### config.mk
export PLATFORM = sky130hd
export DESIGN_NAME = i2c_cmd_target
export DESIGN_NICKNAME = d
export VERILOG_FILES = /design/src/rtl/i2c_cmd_pkg.sv /design/src/rtl/i2c_line_sync.sv /design/src/rtl/i2c_link_fsm.sv /design/src/rtl/i2c_cmd_target.sv
export SDC_FILE = /design/constraint.sdc
export NUM_CORES = 1
export LEC_CHECK = 0
export ABC_AREA = 1
export ABC_CLOCK_PERIOD_IN_PS = 4000
export BUFFER_PORTS_ARGS = -buffer_cell sky130_fd_sc_hd__buf_4
export CAP_MARGIN = 20
export CORE_MARGIN = 2
export CORE_UTILIZATION = 50
export CTS_CLUSTER_DIAMETER = 50
export CTS_CLUSTER_SIZE = 28
export DETAILED_ROUTE_END_ITERATION = 12
export GPL_TIMING_DRIVEN = 0
export PLACE_DENSITY = 0.7
export REMOVE_ABC_BUFFERS = 1
export SLEW_MARGIN = 20
export SYNTH_ARGS = -nofsm -noshare
export SYNTH_HDL_FRONTEND = slang
export SYNTH_SLANG_ARGS = --single-unit
### constraint.sdc
create_clock -name clk -period 4 [get_ports clk]
set_input_delay 1 -clock clk [delete_from_list [all_inputs] [get_ports clk]]
set_output_delay 1 -clock clk [all_outputs]
set_load 0.005 [all_outputs]
### src/rtl/i2c_cmd_pkg.sv
package i2c_cmd_pkg;
    localparam int BYTE_W = 8;
    localparam int ADDR_W = 7;
    localparam int WORD_W = 2 * BYTE_W;

    typedef enum logic [2:0] {
        ST_IDLE, ST_RX, ST_ACKW, ST_ACKH, ST_TX, ST_TXACK, ST_TXLD, ST_SKIP
    } link_st_e;

    typedef enum logic [2:0] {
        PH_ADDR, PH_CMD, PH_HI, PH_LO, PH_BREG, PH_BHI, PH_BLO
    } frame_ph_e;

    typedef struct packed {
        link_st_e            st;
        frame_ph_e           ph;
        logic [3:0]          nbit;
        logic [BYTE_W-1:0]   sh;
        logic [BYTE_W-1:0]   cmd;
        logic [BYTE_W-1:0]   hi;
        logic [BYTE_W-1:0]   ridx;
        logic [WORD_W-1:0]   tx;
        logic                tx_lo;
        logic                rd;
        logic                pull;
        logic                exe;
        logic [BYTE_W-1:0]   ecmd;
        logic [WORD_W-1:0]   edat;
        logic [BYTE_W-1:0]   rsel;
    } link_t;
endpackage

### src/rtl/i2c_line_sync.sv
module i2c_line_sync #(
    parameter int SYNC_STAGES = 2
) (
    input  logic clk,
    input  logic rst_n,
    input  logic scl_i,
    input  logic sda_i,
    output logic scl_lvl,
    output logic sda_lvl,
    output logic scl_rise,
    output logic scl_fall,
    output logic start_p,
    output logic stop_p
);
    localparam int MSB = SYNC_STAGES - 1;

    logic [MSB:0] scl_sr_d, scl_sr_q, sda_sr_d, sda_sr_q;
    logic         scl_prev_d, scl_prev_q, sda_prev_d, sda_prev_q;

    always_comb begin
        scl_sr_d   = {scl_sr_q[MSB-1:0], scl_i};
        sda_sr_d   = {sda_sr_q[MSB-1:0], sda_i};
        scl_prev_d = scl_sr_q[MSB];
        sda_prev_d = sda_sr_q[MSB];
    end

    always_ff @(posedge clk or negedge rst_n) begin
        if (!rst_n) begin
            scl_sr_q   <= '1;
            sda_sr_q   <= '1;
            scl_prev_q <= 1'b1;
            sda_prev_q <= 1'b1;
        end else begin
            scl_sr_q   <= scl_sr_d;
            sda_sr_q   <= sda_sr_d;
            scl_prev_q <= scl_prev_d;
            sda_prev_q <= sda_prev_d;
        end
    end

    assign scl_lvl  = scl_sr_q[MSB];
    assign sda_lvl  = sda_sr_q[MSB];
    assign scl_rise = scl_lvl & ~scl_prev_q;
    assign scl_fall = ~scl_lvl & scl_prev_q;
    assign start_p  = scl_lvl & scl_prev_q & sda_prev_q & ~sda_lvl;
    assign stop_p   = scl_lvl & scl_prev_q & ~sda_prev_q & sda_lvl;
endmodule

### src/rtl/i2c_link_fsm.sv
module i2c_link_fsm
    import i2c_cmd_pkg::*;
#(
    parameter int                      STRAP_W    = 2,
    parameter logic [ADDR_W-STRAP_W-1:0] DEV_ID_HI = 5'b00011,
    parameter logic [BYTE_W-1:0]       BLOCK_CODE = 8'h5A
) (
    input  logic               clk,
    input  logic               rst_n,
    input  logic               sda_lvl,
    input  logic               scl_rise,
    input  logic               scl_fall,
    input  logic               start_p,
    input  logic               stop_p,
    input  logic [STRAP_W-1:0] strap_i,
    input  logic [WORD_W-1:0]  rd_data_i,
    output logic               sda_pull_o,
    output logic               exec_o,
    output logic [BYTE_W-1:0]  exec_cmd_o,
    output logic [WORD_W-1:0]  exec_data_o,
    output logic [BYTE_W-1:0]  rd_index_o
);
    localparam logic [3:0] LAST_BIT = 4'(BYTE_W - 1);
    localparam logic [3:0] FULL     = 4'(BYTE_W);

    link_t q, n;

    always_comb begin
        n     = q;
        n.exe = 1'b0;
        if (start_p) begin
            n.st    = ST_RX;
            n.ph    = PH_ADDR;
            n.nbit  = '0;
            n.pull  = 1'b0;
            n.tx_lo = 1'b0;
        end else if (stop_p) begin
            n.st   = ST_IDLE;
            n.pull = 1'b0;
        end else begin
            case (q.st)
                ST_RX: if (scl_rise) begin
                    n.sh   = {q.sh[BYTE_W-2:0], sda_lvl};
                    n.nbit = q.nbit + 4'd1;
                    if (q.nbit == LAST_BIT) begin
                        if (q.ph == PH_ADDR &&
                            n.sh[BYTE_W-1:1] != {DEV_ID_HI, strap_i}) begin
                            n.st = ST_SKIP;
                        end else begin
                            n.st = ST_ACKW;
                            if (q.ph == PH_ADDR) n.rd = n.sh[0];
                        end
                    end
                end
                ST_ACKW: if (scl_fall) begin
                    n.pull = 1'b1;
                    n.st   = ST_ACKH;
                end
                ST_ACKH: if (scl_fall) begin
                    n.pull = 1'b0;
                    n.nbit = '0;
                    n.st   = ST_RX;
                    case (q.ph)
                        PH_ADDR: begin
                            if (q.rd) begin
                                n.st    = ST_TX;
                                n.tx    = {rd_data_i[WORD_W-2:0], 1'b0};
                                n.pull  = ~rd_data_i[WORD_W-1];
                                n.nbit  = 4'd1;
                                n.tx_lo = 1'b0;
                            end else begin
                                n.ph = PH_CMD;
                            end
                        end
                        PH_CMD: begin
                            n.cmd  = q.sh;
                            n.rsel = q.sh;
                            n.ph   = (q.sh == BLOCK_CODE) ? PH_BREG : PH_HI;
                        end
                        PH_HI: begin
                            n.hi = q.sh;
                            n.ph = PH_LO;
                        end
                        PH_LO: begin
                            n.exe  = 1'b1;
                            n.ecmd = q.cmd;
                            n.edat = {q.hi, q.sh};
                            n.ph   = PH_CMD;
                        end
                        PH_BREG: begin
                            n.ridx = q.sh;
                            n.ph   = PH_BHI;
                        end
                        PH_BHI: begin
                            n.hi = q.sh;
                            n.ph = PH_BLO;
                        end
                        PH_BLO: begin
                            n.exe  = 1'b1;
                            n.ecmd = q.ridx;
                            n.edat = {q.hi, q.sh};
                            n.ridx = q.ridx + 8'd1;
                            n.ph   = PH_BHI;
                        end
                        default: n.st = ST_SKIP;
                    endcase
                end
                ST_TX: if (scl_fall) begin
                    if (q.nbit == FULL) begin
                        n.pull = 1'b0;
                        n.st   = ST_TXACK;
                    end else begin
                        n.pull = ~q.tx[WORD_W-1];
                        n.tx   = {q.tx[WORD_W-2:0], 1'b0};
                        n.nbit = q.nbit + 4'd1;
                    end
                end
                ST_TXACK: if (scl_rise) begin
                    if (!sda_lvl && !q.tx_lo) begin
                        n.tx_lo = 1'b1;
                        n.st    = ST_TXLD;
                    end else begin
                        n.st = ST_SKIP;
                    end
                end
                ST_TXLD: if (scl_fall) begin
                    n.pull = ~q.tx[WORD_W-1];
                    n.tx   = {q.tx[WORD_W-2:0], 1'b0};
                    n.nbit = 4'd1;
                    n.st   = ST_TX;
                end
                default: ;
            endcase
        end
    end

    always_ff @(posedge clk or negedge rst_n) begin
        if (!rst_n) begin
            q <= '{st: ST_IDLE, ph: PH_ADDR, default: '0};
        end else begin
            q <= n;
        end
    end

    assign sda_pull_o  = q.pull;
    assign exec_o      = q.exe;
    assign exec_cmd_o  = q.ecmd;
    assign exec_data_o = q.edat;
    assign rd_index_o  = q.rsel;
endmodule

### src/rtl/i2c_cmd_target.sv
module i2c_cmd_target
    import i2c_cmd_pkg::*;
#(
    parameter int                        STRAP_W     = 2,
    parameter logic [ADDR_W-STRAP_W-1:0] DEV_ID_HI   = 5'b00011,
    parameter logic [BYTE_W-1:0]         BLOCK_CODE  = 8'h5A,
    parameter int                        SYNC_STAGES = 2
) (
    input  logic               clk,
    input  logic               rst_n,
    input  logic               scl_i,
    input  logic               sda_i,
    output logic               sda_pull_o,
    input  logic [STRAP_W-1:0] strap_i,
    output logic               exec_o,
    output logic [BYTE_W-1:0]  exec_cmd_o,
    output logic [WORD_W-1:0]  exec_data_o,
    output logic [BYTE_W-1:0]  rd_index_o,
    input  logic [WORD_W-1:0]  rd_data_i
);
    logic scl_s, sda_s, scl_rise, scl_fall, start_p, stop_p;

    i2c_line_sync #(.SYNC_STAGES(SYNC_STAGES)) u_sync (
        .clk      (clk),
        .rst_n    (rst_n),
        .scl_i    (scl_i),
        .sda_i    (sda_i),
        .scl_lvl  (scl_s),
        .sda_lvl  (sda_s),
        .scl_rise (scl_rise),
        .scl_fall (scl_fall),
        .start_p  (start_p),
        .stop_p   (stop_p)
    );

    i2c_link_fsm #(
        .STRAP_W    (STRAP_W),
        .DEV_ID_HI  (DEV_ID_HI),
        .BLOCK_CODE (BLOCK_CODE)
    ) u_fsm (
        .clk         (clk),
        .rst_n       (rst_n),
        .sda_lvl     (sda_s),
        .scl_rise    (scl_rise),
        .scl_fall    (scl_fall),
        .start_p     (start_p),
        .stop_p      (stop_p),
        .strap_i     (strap_i),
        .rd_data_i   (rd_data_i),
        .sda_pull_o  (sda_pull_o),
        .exec_o      (exec_o),
        .exec_cmd_o  (exec_cmd_o),
        .exec_data_o (exec_data_o),
        .rd_index_o  (rd_index_o)
    );
endmodule

### Word-level counts from Yosys, hierarchy flattened

Cells that the tools add are included.

| storage, ports and cells | value |
|---|---|
| bits in registers | 92 |
| input bits | 22 |
| word-level logic and storage cells | 169 |

| cells by class | value |
|---|---|
| $add $sub $neg | 2 |
| equality and inequality tests | 41 |
| mux-type cells | 62 |
| bitwise logic cells | 16 |
| reduce and logical (&&, ||, !) cells | 30 |

Operator list:

| cell | number |
|---|---|
| $mux W33 | 3 |
| $mux W57 | 1 |
| $pmux W25 S2 | 1 |
| $mux W16 | 3 |
| $pmux W16 S3 | 1 |
| $mux W41 | 1 |
| $mux W3 | 13 |
| $pmux W3 S6 | 2 |
| $mux W17 | 2 |
| $mux W34 | 1 |
| $reduce_and A5 Y1 | 6 |
| $mux W24 | 1 |
| $mux W8 | 3 |
| $ne A4 B4 Y1 const B | 6 |
| $ne A3 B3 Y1 const B | 7 |
| $reduce_and A7 Y1 | 3 |
| $mux W10 | 2 |
| $mux W1 | 19 |
| $eq A3 B3 Y1 const B | 6 |
| $reduce_and A9 Y1 | 2 |
| $pmux W4 S4 | 1 |
| $pmux W8 S2 | 1 |
| $eq A3 B2 Y1 const B | 4 |
| $mux W12 | 1 |
| 29 further kinds | 61 |

### Logic depth before layout (Yosys ltp)

| depth | value |
|---|---|
| depth in word-level cells | 8 |
| mapped depth | 12 |
| mapped depth without buffers | 11 |

### Cells and area by module

Synthesis repeated with hierarchy kept, for this count alone.

| unflattened totals | value |
|---|---|
| cell total of the unflattened synthesis | 622 |
| area, all modules | 4809.6 µm² |

Modules (own cells, without submodules):

| module | times used | cells each | area each (µm²) |
|---|---|---|---|
| i2c_link_fsm | 1 | 605 | 4610.7 |
| i2c_line_sync | 1 | 17 | 198.9 |

### Worst setup path after synthesis

No wires, ideal clock.

| path | value |
|---|---|
| path kind | input port to flip-flop |
| from | input strap_i[1] |
| to | register u_fsm.q[91] (netlist bit) |
| setup time | 0.117 ns |
| arrival time | 1.535 ns |
| slack | 2.348 ns |
| cell stages on the path | 11 |
| buffers on the path | 0 |
| path through | inv_1 nand2_1 nand2_1 nor2_1 nand2_1 nand2_1 nand2_1 nand2_1 nand2_1 nand2_1 nand2_1 |

| on the way | value |
|---|---|
| cells in the longest elaborated chain, start to end | 8 |

Ends and longest elaborated chain:

| element | line | source |
|---|---|---|
| start: declaration | i2c_cmd_target.sv:14 | `input logic [STRAP_W-1:0] strap_i,` |
| $ne A7 B4 Y1 | i2c_link_fsm.sv:47 | `n.sh[BYTE_W-1:1] != {DEV_ID_HI, strap_i}) begin` |
| $logic_and A1 B1 Y1 | i2c_link_fsm.sv:46 | `if (q.ph == PH_ADDR &&` |
| $mux W3 | i2c_link_fsm.sv:46 |  |
| $mux W3 | i2c_link_fsm.sv:45 | `if (q.nbit == LAST_BIT) begin` |
| $mux W3 | i2c_link_fsm.sv:42 | `ST_RX: if (scl_rise) begin` |
| $pmux W3 S6 | i2c_link_fsm.sv:41 | `case (q.st)` |
| $mux W3 | i2c_link_fsm.sv:37 | `end else if (stop_p) begin` |
| $mux W10 | i2c_link_fsm.sv:31 | `if (start_p) begin` |
| end signal: assignment | i2c_link_fsm.sv:141 | `q <= n;` |
| end: declaration | i2c_link_fsm.sv:26 | `link_t q, n;` |

Every way passes these cells. The select of a mux whose other input is x is not followed.
A chain may end at the register's enable or synchronous reset.

### Worst setup path after layout

| path | value |
|---|---|
| from | register u_sync.scl_prev_q |
| to | register u_fsm.q[44] (netlist bit) |

| on the way | value |
|---|---|
| cells in the longest elaborated chain, start to end | 5 |
| elaborated cells between the ends (all ways) | 12 |
| those cells by class | 3 x eq/ne; 8 x bitwise; 1 x reduce/logical |

Ends and longest elaborated chain:

| element | line | source |
|---|---|---|
| start: declaration | i2c_line_sync.sv:18 | `logic scl_prev_d, scl_prev_q, sda_prev_d, sda_prev_q;` |
| start signal: assignment | i2c_line_sync.sv:36 | `scl_prev_q <= scl_prev_d;` |
| $and A1 B1 Y1 | i2c_line_sync.sv:45, i2c_line_sync.sv:46 |  |
| $and A1 B1 Y1, on equally long branches (2 in a row) | i2c_line_sync.sv:46, i2c_line_sync.sv:45 |  |
| $not A1 Y1 (no source line) | - |  |
| $reduce_and A9 Y1 (no source line) * | - |  |

Every way passes the cells marked *; elsewhere a longest branch is shown, timed or not.

==> qor.csv <==
stage,metric,value,unit
clock_network,root buf cell,sky130_fd_sc_hd__clkbuf_8,
global_route,M3 GR Usage,3.38,%
worst_setup_path,end of the worst register-to-register path,u_fsm.q[44],
clock_network,# Post-CTS Setup Buffers,0,
detailed_routing,total via count after detailed routing,3834,
timing,Slew headroom,38.6,%
timing,Max Clock Freq,0.383,GHz
synth,post-synth top area cell,sky130_fd_sc_hd__dfrtp_1,
synth,Yosys top cell area share,44.7,%
synth,Ys Warns,0,
synth,combinational family with the most area after synthesis,simple AND/OR/NAND/NOR gates,
floorplan,number of standard-cell rows in the floorplan,35,
final_layout,final cell count without fillers,759,
clock_network,Max Root-Sink Buffers,2,
global_route,wire length of the first global-routing pass,16.2,mm
clock_network,"Reg clk slew, reported paths",0.09,ns
worst_hold_path,path class of the lowest-slack min-delay path,reg -> reg,
power_and_ir_drop,Final Total Pwr,2.56,mW
timing,"Setup violations, final",0,
synth,Syn Inst Count,610,
floorplan,Std-Cell Core Area,9240,sq um
clock_network,level count of the clock H-tree,3,
detailed_routing,violation count after the first detailed-routing iteration,161,
timing,final critical-path share of the clock period,65.2,%
synth,adder and majority gate portion of the synthesized area,0.789,%
synth,synthesis-stage register bit count,91,
timing,final-report hold violation count,0,
worst_setup_path,number of cell instances on the worst register-to-register path,8,
worst_setup_path,largest driver fanout on the critical path,21,
global_route,maximum number of pins on one net before global-route repair,52,
worst_hold_path,Hold Crit Depth,0,
clock_network,clock tree from TritonCTS,built,
power_and_ir_drop,total leakage power,2.64,nW
detailed_routing,Routed WL,9.55,mm
detailed_routing,drt drc,0,
global_route,total routing usage reported by global routing,19.7,%
clock_network,post-cts resize count,0,
worst_setup_path,Worst setup EP type,register,
detailed_routing,ratio of routed vias to standard cells,5.05,
synth,Synth Area in XOR/XNOR,0.552,%
power_and_ir_drop,Peak VDD IR,367,uV
synth,most area-consuming cells after synthesis,"sky130_fd_sc_hd__dfrtp_1, sky130_fd_sc_hd__nand2_1, sky130_fd_sc_hd__o21ai_0",
global_route,via count of the first global-routing pass,3531,
worst_setup_path,delay contributed by the slowest stage of the critical path,0.70,ns
worst_setup_path,first element of the critical path,u_sync.scl_prev_q,
flow_run,number of max-cap violations,0,
detailed_routing,detailed-route wire length per cell,12.6,um
worst_setup_path,endpoint of the worst setup timing path,u_fsm.q[44],
global_route,GR Layer Usage met2,32.9,%
clock_network,Worst-Skew Late Latency,0.36,ns
global_route,grt met1 use,26.1,%
detailed_routing,number of nets with antenna violations after routing,0,
placement,HPWL after detailed placement,6.86,mm
timing,unrepaired setup endpoints after global routing,false,
floorplan,Die X-Extent,102,um
worst_setup_path,launching point of the worst reg2reg path,u_sync.scl_prev_q,
final_layout,number of inserted diodes,0,
worst_hold_path,launch instance of the worst min-delay path,u_sync.scl_sr_q[0],
worst_setup_path,register-to-register setup slack,1.39,ns
worst_setup_path,"Slowest-stage cell, CP",sky130_fd_sc_hd__nor2_2,
clock_network,hold bufs inserted after CTS,0,
synth,average instance area after synthesis,7.80,sq um
worst_setup_path,Setup CP Type,reg -> reg,
timing,slew at the pin closest to its max-slew limit,0.921,ns
floorplan,Vert. Die Dim,102,um
worst_setup_path,worst-path cell chain,"inv_1, nor2_2, inv_1, nand2_1, nand4_1, buf_6, nand2_1, o21ai_1",
timing,final critical-path required period,2.61,ns
placement,Post-Place Cells,743,
worst_setup_path,data required time of the worst path,4.24,ns
placement,number of buffer cells added on primary ports,55,
synth,Post-Synthesis Cell Area,4760,sq um
worst_setup_path,arrival time reported for the critical path endpoint,2.85,ns
global_route,busiest metal layer after global routing,met2,
detailed_routing,Detailed Routing Iterations Pass 1,5,
timing,post-route clock skew,0.00984,ns
worst_setup_path,startpoint type of the worst setup path,register,
final_layout,Final #Nets,650,
floorplan,starting density of the core,51.5,%
final_layout,Layout Area Growth over Synthesis,9.36,%
timing,setup total negative slack,0,ns
synth,compound-cell area share of the yosys netlist,12.0,%
floorplan,count of boundary I/O pins,56,
power_and_ir_drop,power per unit of standard cell area,493,nW/um^2
clock_network,total CTS buffers,9,
timing,final max-slew violation count,0,
placement,Placer Congestion,0.895,
synth,mux share of post-synthesis cell area,0,%
run_status,result of the run,"complete, no violations",
clock_network,clock sink count,91,
global_route,number of antenna violations at the first check in global routing,0,
global_route,total grt overflow,0,
synth,sequential cell area fraction in the yosys report,48.0,%
floorplan,Die ar.,10300,sq um
final_layout,layout cells sized above 1,16.2,%
synth,Netlist cell types,33,
synth,fraction of the mapped netlist area in simple logic gates,26.9,%
final_layout,Final Util,56.3,%
-- flip-flops by register name, summed over array words and instances (netlist names) --
name and count:
u_fsm.exec_data_o 16, u_sync.scl_prev_q 1, u_sync.scl_sr_q 2, u_sync.sda_sr_q 2, u_fsm.exec_cmd_o 8, u_fsm.rd_index_o 8
u_fsm.exec_o 1, u_fsm.q 51, u_sync.sda_prev_q 1, u_fsm.sda_pull_o 1
-- how the worst min path moves through the flow --
| stage | endpoint | slack (ns) |
|---|---|---|
| detailed placement | u_sync.scl_sr_q[1] | 0.35 |
| finish | u_sync.scl_sr_q[1] | 0.36 |
| CTS | u_sync.scl_sr_q[1] | 0.36 |
| global route | u_sync.scl_sr_q[1] | 0.37 |
| global placement | u_sync.sda_sr_q[1] | 0.35 |
| floorplan | u_sync.scl_sr_q[1] | 0.35 |
-- layer usage --
layer,up-vias,wire length (um)
met5,-,0
met4,0,174
met3,15,402
met2,84,4530
met1,1780,4450
li1,1955,-
-- critical path, delay by kind of cell (launching register included) --
family / cells / cell delay [ns]
and+or+nand+nor: 4 / 1.30
buffers and inverters: 3 / 0.59
DFF: 1 / 0.53
AOI/OAI and AO/OA: 1 / 0.06
-- through the flow --
stage               instance area (sq um)  setup WS (ns)  hold slack [ns]
finish                               5200           1.39            0.362
floorplan                            4400           1.63            0.345
global route                         5200           1.16            0.366
global placement                     4970          0.978            0.346
detailed placement                   5010           1.36            0.351
CTS                                  5200           1.35            0.364
-- layout make-up --
cell class              instances  area [sq um]
clock buffers                  11           151
clock inverters                 5          41.3
fillers                       878          4040
inverters                      51           196
multi-input cells             415          1920
flip-flops and latches         91          2280
well taps                     129           161
repair buffers                 57           452
-- synthesized netlist by cell type --
| library cell | instances |
|---|---|
| sky130_fd_sc_hd__nand2_1 | 199 |
| sky130_fd_sc_hd__dfrtp_1 | 85 |
| sky130_fd_sc_hd__o21ai_0 | 65 |
| sky130_fd_sc_hd__inv_1 | 44 |
| sky130_fd_sc_hd__nor2_1 | 43 |
| sky130_fd_sc_hd__nand3_1 | 38 |
| sky130_fd_sc_hd__buf_4 | 37 |
| sky130_fd_sc_hd__o21ai_1 | 22 |
| sky130_fd_sc_hd__buf_2 | 12 |
| sky130_fd_sc_hd__a21oi_1 | 8 |
| sky130_fd_sc_hd__dfstp_2 | 6 |
| sky130_fd_sc_hd__a31oi_1 | 5 |
| sky130_fd_sc_hd__inv_2 | 5 |
| sky130_fd_sc_hd__nor3_1 | 4 |
| sky130_fd_sc_hd__a31oi_2 | 3 |
| sky130_fd_sc_hd__clkbuf_1 | 3 |
| sky130_fd_sc_hd__ha_1 | 3 |
| sky130_fd_sc_hd__nand2_2 | 3 |
| sky130_fd_sc_hd__nand4_1 | 3 |
| sky130_fd_sc_hd__nor2_2 | 3 |
| sky130_fd_sc_hd__o22ai_1 | 3 |
| sky130_fd_sc_hd__inv_4 | 2 |
| sky130_fd_sc_hd__nand2_4 | 2 |
| sky130_fd_sc_hd__nor2_4 | 2 |
| sky130_fd_sc_hd__xor2_1 | 2 |
| sky130_fd_sc_hd__a21o_1 | 1 |
| sky130_fd_sc_hd__buf_6 | 1 |
| sky130_fd_sc_hd__nand3_2 | 1 |
| sky130_fd_sc_hd__nand3_4 | 1 |
| sky130_fd_sc_hd__nand3b_1 | 1 |
| sky130_fd_sc_hd__nor2_8 | 1 |
| sky130_fd_sc_hd__nor4_1 | 1 |
| sky130_fd_sc_hd__xnor2_1 | 1 |
-- layout by cell type, fill, tap and decap left out, drive strengths merged --
master and count:
a31oi 8, o22ai 3, a21oi 8, nand3 40
clkinvlp 2, ha 3, xor2 2, nand4 3
clkbuf 11, nor2 49, buf 57, nor3 4
xnor2 1, nand2 204, o21ai 87, a21o 1
nor4 1, dfstp 6, dfrtp 85, inv 54
nand3b 1
-- cells by family (layout without fill, tap and decap cells) --
kind of cell / count (synthesis) / in the layout
adders and majority gates: 3 / 3
and+or+nand+nor: 302 / 302
AOI/OAI and AO/OA: 107 / 107
buffers and inverters: 104 / 124
DFF: 91 / 91
xor gates and xnor gates: 3 / 3
-- power breakdown --
| group | switching [mW] | internal [mW] |
|---|---|---|
| combinational | 0.530 | 0.276 |
| clock | 0.341 | 0.267 |
| sequential | 0.106 | 1.04 |
Note: power is estimated with default switching activity, not from simulation.
